==> src/rtl/bam_pkg.sv <==
package bam_pkg;

  // Zero key that allows an adding cell to be skipped.
  typedef enum logic [1:0] {
    BYP_ROW  = 2'd0,
    BYP_COL  = 2'd1,
    BYP_BOTH = 2'd2
  } bypassMode_e;

  // Carry-propagate stage after the array.
  typedef enum logic [1:0] {
    FIN_RIPPLE    = 2'd0,
    FIN_LOOKAHEAD = 2'd1,
    FIN_SELECT    = 2'd2
  } finalAdder_e;

  // Strobes from the control to the array.
  typedef struct packed {
    logic rowEn;
    logic colEn;
  } bypassStrobe_t;

endpackage

==> src/rtl/bam_bypass_ctrl.sv <==
module bam_bypass_ctrl
  import bam_pkg::*;
#(
  parameter int          N    = 8,
  parameter bypassMode_e MODE = BYP_BOTH
) (
  input  logic [N-1:0]  mcand,
  input  logic [N-1:0]  mplier,
  output bypassStrobe_t strobe,
  output logic [N-1:0]  rowZero,
  output logic [N-1:0]  colZero
);

  always_comb begin
    strobe.rowEn = (MODE != BYP_COL);
    strobe.colEn = (MODE != BYP_ROW);
  end

  // Zero detection on each operand bit.
  assign rowZero = ~mplier;
  assign colZero = ~mcand;

endmodule

==> src/rtl/bam_add_cell.sv <==
module bam_add_cell #(
  parameter bit GUARDED = 1'b1
) (
  input  logic ppBit,
  input  logic sumIn,
  input  logic carryIn,
  input  logic zeroKey,
  output logic sumOut,
  output logic carryOut,
  output logic skipped
);

  logic fullSum;
  logic fullCarry;

  assign fullSum   = ppBit ^ sumIn ^ carryIn;
  assign fullCarry = (ppBit & sumIn) | (ppBit & carryIn) | (sumIn & carryIn);

  generate
    if (GUARDED) begin : g_guard
      // A pending carry must never be dropped.
      assign skipped = zeroKey & ~carryIn;
    end else begin : g_plain
      logic unusedCarry;
      assign unusedCarry = carryIn;
      assign skipped = zeroKey;
    end
  endgenerate

  assign sumOut   = skipped ? sumIn : fullSum;
  assign carryOut = skipped ? 1'b0  : fullCarry;

endmodule

==> src/rtl/bam_csa_array.sv <==
module bam_csa_array
  import bam_pkg::*;
#(
  parameter int N = 8,
  localparam int CELLS = N * (N - 1)
) (
  input  logic [N-1:0]     mcand,
  input  logic [N-1:0]     mplier,
  input  bypassStrobe_t    strobe,
  input  logic [N-1:0]     rowZero,
  input  logic [N-1:0]     colZero,
  output logic [N-1:0]     lowBits,
  output logic [N-1:0]     finA,
  output logic [N-1:0]     finB,
  output logic [CELLS-1:0] bypassed
);

  // Flattened per-row sum and carry vectors, index j*N+i.
  logic [N*N-1:0] sumF;
  logic [N*N-1:0] carF;

  // Row 0 is the bare partial-product row.
  generate
    for (genvar i = 0; i < N; i++) begin : g_row0
      assign sumF[i] = mcand[i] & mplier[0];
      assign carF[i] = 1'b0;
    end
  endgenerate

  assign lowBits[0] = sumF[0];

  generate
    for (genvar j = 1; j < N; j++) begin : g_row
      for (genvar i = 0; i < N; i++) begin : g_col
        logic sIn;
        logic key;
        if (i == N - 1) begin : g_top
          assign sIn = carF[(j-1)*N + N - 1];
        end else begin : g_mid
          assign sIn = sumF[(j-1)*N + i + 1];
        end
        assign key = (strobe.rowEn & rowZero[j]) | (strobe.colEn & colZero[i]);
        bam_add_cell #(
          .GUARDED(j > 1)
        ) u_cell (
          .ppBit    (mcand[i] & mplier[j]),
          .sumIn    (sIn),
          .carryIn  (carF[(j-1)*N + i]),
          .zeroKey  (key),
          .sumOut   (sumF[j*N + i]),
          .carryOut (carF[j*N + i]),
          .skipped  (bypassed[(j-1)*N + i])
        );
      end
      assign lowBits[j] = sumF[j*N];
    end
  endgenerate

  // Last row to the carry-propagate stage, aligned to weight N.
  generate
    for (genvar k = 0; k < N; k++) begin : g_fin
      if (k < N - 1) begin : g_a
        assign finA[k] = sumF[(N-1)*N + k + 1];
      end else begin : g_atop
        assign finA[k] = 1'b0;
      end
      assign finB[k] = carF[(N-1)*N + k];
    end
  endgenerate

  logic unusedSum;
  assign unusedSum = sumF[N-1];

endmodule

==> src/rtl/bam_final_adder.sv <==
module bam_final_adder
  import bam_pkg::*;
#(
  parameter int          N     = 8,
  parameter finalAdder_e KIND  = FIN_SELECT,
  parameter int          SEC   = 4,
  localparam int         GROUPS = (N + SEC - 1) / SEC
) (
  input  logic [N-1:0] opA,
  input  logic [N-1:0] opB,
  output logic [N-1:0] sum
);

  generate
    if (KIND == FIN_RIPPLE) begin : g_ripple
      always_comb begin
        logic c;
        c = 1'b0;
        for (int k = 0; k < N; k++) begin
          sum[k] = opA[k] ^ opB[k] ^ c;
          c = (opA[k] & opB[k]) | (c & (opA[k] ^ opB[k]));
        end
      end
    end else if (KIND == FIN_LOOKAHEAD) begin : g_lookahead
      logic [N-1:0] gen;
      logic [N-1:0] prop;
      assign gen  = opA & opB;
      assign prop = opA | opB;
      always_comb begin
        logic cg;
        logic c;
        logic gG;
        logic pG;
        cg = 1'b0;
        sum = '0;
        for (int grp = 0; grp < GROUPS; grp++) begin
          c  = cg;
          gG = 1'b0;
          pG = 1'b1;
          for (int m = grp * SEC; m < (grp + 1) * SEC; m++) begin
            if (m < N) begin
              sum[m] = opA[m] ^ opB[m] ^ c;
              c  = gen[m] | (prop[m] & c);
              gG = gen[m] | (prop[m] & gG);
              pG = pG & prop[m];
            end
          end
          cg = gG | (pG & cg);
        end
      end
    end else begin : g_select
      always_comb begin
        logic cg;
        logic c0;
        logic c1;
        logic [SEC-1:0] s0;
        logic [SEC-1:0] s1;
        cg = 1'b0;
        sum = '0;
        for (int grp = 0; grp < GROUPS; grp++) begin
          c0 = 1'b0;
          c1 = 1'b1;
          s0 = '0;
          s1 = '0;
          for (int m = 0; m < SEC; m++) begin
            if (grp * SEC + m < N) begin
              s0[m] = opA[grp*SEC+m] ^ opB[grp*SEC+m] ^ c0;
              c0 = (opA[grp*SEC+m] & opB[grp*SEC+m]) | (c0 & (opA[grp*SEC+m] ^ opB[grp*SEC+m]));
              s1[m] = opA[grp*SEC+m] ^ opB[grp*SEC+m] ^ c1;
              c1 = (opA[grp*SEC+m] & opB[grp*SEC+m]) | (c1 & (opA[grp*SEC+m] ^ opB[grp*SEC+m]));
            end
          end
          for (int m = 0; m < SEC; m++) begin
            if (grp * SEC + m < N) sum[grp*SEC+m] = cg ? s1[m] : s0[m];
          end
          cg = cg ? c1 : c0;
        end
      end
    end
  endgenerate

endmodule

==> src/rtl/bypass_array_mult.sv <==
module bypass_array_mult
  import bam_pkg::*;
#(
  parameter int          N     = 8,
  parameter bypassMode_e MODE  = BYP_BOTH,
  parameter finalAdder_e FINAL = FIN_SELECT,
  localparam int         CELLS = N * (N - 1)
) (
  input  logic [N-1:0]     mcand,
  input  logic [N-1:0]     mplier,
  output logic [2*N-1:0]   product,
  output logic [CELLS-1:0] bypassMap
);

  bypassStrobe_t strobe;
  logic [N-1:0]  rowZero;
  logic [N-1:0]  colZero;
  logic [N-1:0]  lowBits;
  logic [N-1:0]  finA;
  logic [N-1:0]  finB;
  logic [N-1:0]  highBits;

  bam_bypass_ctrl #(.N(N), .MODE(MODE)) u_ctrl (
    .mcand   (mcand),
    .mplier  (mplier),
    .strobe  (strobe),
    .rowZero (rowZero),
    .colZero (colZero)
  );

  bam_csa_array #(.N(N)) u_array (
    .mcand    (mcand),
    .mplier   (mplier),
    .strobe   (strobe),
    .rowZero  (rowZero),
    .colZero  (colZero),
    .lowBits  (lowBits),
    .finA     (finA),
    .finB     (finB),
    .bypassed (bypassMap)
  );

  bam_final_adder #(.N(N), .KIND(FINAL)) u_final (
    .opA (finA),
    .opB (finB),
    .sum (highBits)
  );

  assign product = {highBits, lowBits};

endmodule

==> config.mk <==
export PLATFORM = sky130hd
export DESIGN_NAME = bypass_array_mult
export DESIGN_NICKNAME = d
export VERILOG_FILES = /design/src/rtl/bam_pkg.sv /design/src/rtl/bam_bypass_ctrl.sv /design/src/rtl/bam_add_cell.sv /design/src/rtl/bam_csa_array.sv /design/src/rtl/bam_final_adder.sv /design/src/rtl/bypass_array_mult.sv
export SDC_FILE = /design/constraint.sdc
export NUM_CORES = 1
export LEC_CHECK = 0
export BUFFER_PORTS_ARGS = -buffer_cell sky130_fd_sc_hd__buf_2
export CORE_MARGIN = 2
export CORE_UTILIZATION = 57
export DETAILED_ROUTE_END_ITERATION = 8
export PLACE_DENSITY = 0.84
export SYNTH_ARGS = -nofsm -noshare
export SYNTH_HDL_FRONTEND = slang
export SYNTH_HIERARCHICAL = 1
export SYNTH_SLANG_ARGS = --single-unit
==> constraint.sdc <==
create_clock -name vclk -period 12.2
set_input_delay 1.22 -clock vclk [all_inputs]
set_output_delay 1.22 -clock vclk [all_outputs]
set_load 0.05 [all_outputs]
; After elaboration in Yosys (flattened, before gate mapping)
; Index checks and enable logic that the tools add are counted.
[totals]
output_inout_bits = 72
register_bits = 0
[classes]
bitwise = 551
n_mux = 109
[op_table]
columns = operator, count
row1 = bitwise AND 1 bit, 253
row2 = OR 1 bit, 148
row3 = 2-to-1 mux 1 bit, 109
row4 = XOR 1 bit, 105
row5 = inverter 1 bit, 43
row6 = inverter 8 bit, 2

; Depth between registers and ports, before layout
[logic_depth]
depth_word = 35
depth_mapped = 29
ltp_nobuf = 26

; By module
; Netlist, hierarchy kept.
[by_module_without_submodules]
columns = module, n_inst, cells_each, area_per_inst_um2, seq_area_each_um2
row1 = bam_add_cell (u_array.g_row[2].g_col[0].u_cell ...), 48, 4, 57.6, 0.0
row2 = bam_csa_array, 1, 149, 1111.1, 0.0
row3 = bam_add_cell (u_array.g_row[1].g_col[0].u_cell ...), 8, 4, 51.3, 0.0
row4 = bam_final_adder, 1, 19, 195.2, 0.0
row5 = bam_bypass_ctrl, 1, 19, 78.8, 0.0

; Worst setup path before layout
; OpenSTA, ideal clock, no wires.
[synth_timing]
path_type = input port to output port
start = input port mplier[1]
end = output port product[15]
t_required_ps = 10980
slack_ps = 1915
n_path_buf = 0
t_arrival_ps = 9065
stages = 26
path_cell_list = and2_1 -> fa_1 -> mux2_4 -> fa_1 -> mux2_4 -> fa_1 -> mux2_4 -> fa_1 -> mux2_4 -> fa_1 -> mux2_4 -> fa_1 -> mux2_4 -> fa_1 -> mux2_4 -> ha_1 -> fa_1 -> fa_1 -> inv_1 -> fa_1 -> nand2_1 -> o21ai_0 -> fa_1 -> fa_1 -> xnor2_1 -> xnor2_1
[synth_via]
word_cells_on_any_way = 507
classes_between = mux (93) / bitwise (414)
[synth_lines]
columns = item, line
row1 = from (decl), bypass_array_mult.sv:10  ; input logic [N-1:0] mplier,
row2 = inverter 8 bit, bam_bypass_ctrl.sv:20  ; assign rowZero = ~mplier;
row3 = OR 1 bit, bam_csa_array.sv:42  ; assign key = (strobe.rowEn & rowZero[j]) | (strobe.colEn & colZero[i]);
row4 = 2-to-1 mux 1 bit (*), bam_add_cell.sv:30  ; assign sumOut = skipped ? sumIn : fullSum;
row5 = net u_array.g_row[2].g_col[6].sIn, bam_csa_array.sv:35  ; logic sIn;
row6 = XOR 1 bit (2 in series), bam_add_cell.sv:16  ; assign fullSum = ppBit ^ sumIn ^ carryIn;
row7 = 2-to-1 mux 1 bit (*), bam_add_cell.sv:30
row8 = net u_array.g_row[3].g_col[5].sIn, bam_csa_array.sv:35
row9 = XOR 1 bit (2 in series), bam_add_cell.sv:16
row10 = (+1 left out), -
row11 = net u_array.g_row[4].g_col[4].sIn, bam_csa_array.sv:35
row12 = (+3 left out), -
row13 = net u_array.g_row[5].g_col[3].sIn, bam_csa_array.sv:35
row14 = (+3 left out), -
row15 = net u_array.g_row[6].g_col[2].sIn, bam_csa_array.sv:35
row16 = (+3 left out), -
row17 = net u_array.g_row[7].g_col[1].sIn, bam_csa_array.sv:35
row18 = (+3 left out), -
row19 = net finA[0], bypass_array_mult.sv:19  ; logic [N-1:0] finA;
row20 = bitwise AND 1 bit (*) (2 in series), bam_final_adder.sv:68  ; c0 = (opA[grp*SEC+m] & opB[grp*SEC+m]) | (c0 & (opA[grp*SEC+m] ^ opB[grp*SEC+m]));
row21 = OR 1 bit (*), bam_final_adder.sv:68
row22 = bitwise AND 1 bit (*), bam_final_adder.sv:68
row23 = OR 1 bit (*), bam_final_adder.sv:68
row24 = bitwise AND 1 bit (*), bam_final_adder.sv:68
row25 = OR 1 bit (*), bam_final_adder.sv:68
row26 = 2-to-1 mux 1 bit (*), bam_final_adder.sv:74  ; if (grp * SEC + m < N) sum[grp*SEC+m] = cg ? s1[m] : s0[m];
row27 = to (decl), bypass_array_mult.sv:11  ; output logic [2*N-1:0] product,
; The timed path passes the listed nets; every way through them passes the cells marked *.

; Worst setup path after layout
; Ends and elaborated chain as after synthesis.

==> summary.md <==
| Metric | Value |
|---|---|
| Most common cell after layout, fill and taps aside | buf_2 |
| Routability cong. | 0.845 |
| First-pass GRT wire length | roughly 15 mm |
| Initial antenna violation count | 0 |
| Min-delay worst type | in -> out |
| Post-CTS Setup Repair Bufs | 0 |
| Total power | approximately 0.66 mW |
| MaxCap Viol Count | 0 |
| Hold Buf Count CTS | 0 |
| Setup TNS | 0 ns |
| Pin count of the biggest net entering global routing | 57 |
| Num rows | 32 |
| Routed wl met3 | 394 um |
| Achievable Freq | 93.5 MHz |
| Filler instances | approximately 640 |
| Via count | 3111 |
| Dpl cells | ~570 |
| FF+latch area | 0 um2 |
| Post-synthesis to final-layout area growth | 6.98% |
| # resized after CTS | 0 |
| PD cells | 135 nW/um2 |
| Post-Syn Instances | 410 |
| DRC | 0 |
| CP required | between 10 and 15 ns |
| Share of cells above drive strength 1 | between 50% and 60% |
| Pre-CTS worst setup slack | approximately 1.5 ns |
| Avg Cell Area, Syn | 11.1 um2 |
| Grt total ovfl | 0 |
| Startpoint types | primary input |
| Routed Antenna Nets | 0 |
| Number of global-route vias before repair | about 3400 |
| Tcrit/Tclk final | between 80 and 90% |
| Iteration count of the initial detailed-routing pass | 4 |
| Metal1 wirelength | 3.94 mm |
| Slew Viols, Final | 0 |
| # diodes | 0 |
| Synth Cell Area | 4550 um2 |
| Vias per cell | approximately 5.4 |
| Synth warn | 6 |
| Area of the core | roughly 7700 um2 |
| P_leak | around 2.6 nW |
| Hold depth | 3 |
| RSZ-0062 raised after global routing | no |
| Status | complete, no violations |
| DRT iter0 DRCs | slightly below 80 |
| Crit Path Class | in -> out |
| Hold path endpoint | product[0] |
| Total track usage | a little over a fifth |
| Setup-failing EPs final | 0 |
| Wirelength per Cell | 15.9 um |
| Peak supply drop | around 0.084 mV |
| Die Wd | between 90 and 100 um |
| Clk_buf instances | 0 |
| Seq_cells | 0 |
| Setup ws final | 1.51 ns |
| Crit. End Element | output port |
| Footprint of the multi-input gates | 4230 um2 |
| Crit path DAT | 9.47 ns |
| Most frequent cells in the layout | buf_2, and2_1, fa_1 |
| Full die area | between 8000 and 9000 um2 |
| Overall routed net length | slightly above 9 mm |
| Hold Startpoint | mplier[0] |
| Post-DP HPWL | ~7.7 mm |
| Nets | roughly 550 |
| Boundary Pins | between 80 and 90 |
| Tmin final | about 11 ns |
| Starting Density | about three fifths |
| Die Height | 93.4 um |
| Crit path max fanout | 9 |
| Fin. Hold Viols | 0 |
| # port buffers | between 80 and 90 |
| Non-filler cells, final | 573 |
| Worst Hold Slack | between 2 and 3 ns |
| DR top layer | met3 |
| Met2 wire len | 4.77 mm |
## through the flow
step	util, %	area, um2
after floorplan	-	4600
final	63.1	4870
after global routing	63.1	4870
after detailed placement	63.1	4870
after CTS	63.1	4870
after global placement	63.1	4870
## worst max-delay path by stage
stage / start / end / slack, ns / depth (start not counted)
CTS: mplier[1] / product[15] / 1.45 / 27
global placement: mplier[1] / product[15] / 1.67 / 27
finish: mplier[1] / product[15] / 1.51 / 27
global route: mplier[1] / product[15] / 1.17 / 27
detailed placement: mplier[1] / product[15] / 1.47 / 27
floorplan: mplier[1] / product[15] / 1.91 / 26
## per-layer routing
layer  GRT usage [%]  up-vias
met5               0        -
met4           0.980        0
met3           0.886        0
met2            39.7       85
met1            28.0     1569
li1                -     1457
## worst max-delay path, stage by stage
cell,delay [ns]
buf_2,0.15
and2_1,0.19
fa_1,0.48
mux2_4,0.30
fa_1,0.45
mux2_4,0.29
fa_1,0.45
mux2_4,0.29
fa_1,0.45
mux2_4,0.29
fa_1,0.46
mux2_4,0.30
fa_1,0.47
mux2_4,0.30
fa_1,0.45
mux2_4,0.27
ha_1,0.20
fa_1,0.38
fa_1,0.37
inv_1,0.08
fa_1,0.22
o21ai_0,0.12
fa_1,0.40
fa_1,0.39
xnor2_1,0.19
xnor2_1,0.09
buf_2,0.21
## power breakdown
| part | internal (mW) | switching, mW |
|---|---|---|
| Combinational | 0.257 | 0.400 |
| Sequential | 0 | 0 |
| Clock | 0 | 0 |
| Total | 0.257 | 0.400 |
## final cells by class
type	instances	share of cell area, %
inverters	21	1.62
multi-input cells	362	86.7
well taps	102	2.62
repair buffers	88	9.04
(Power assumes the default switching activity.)
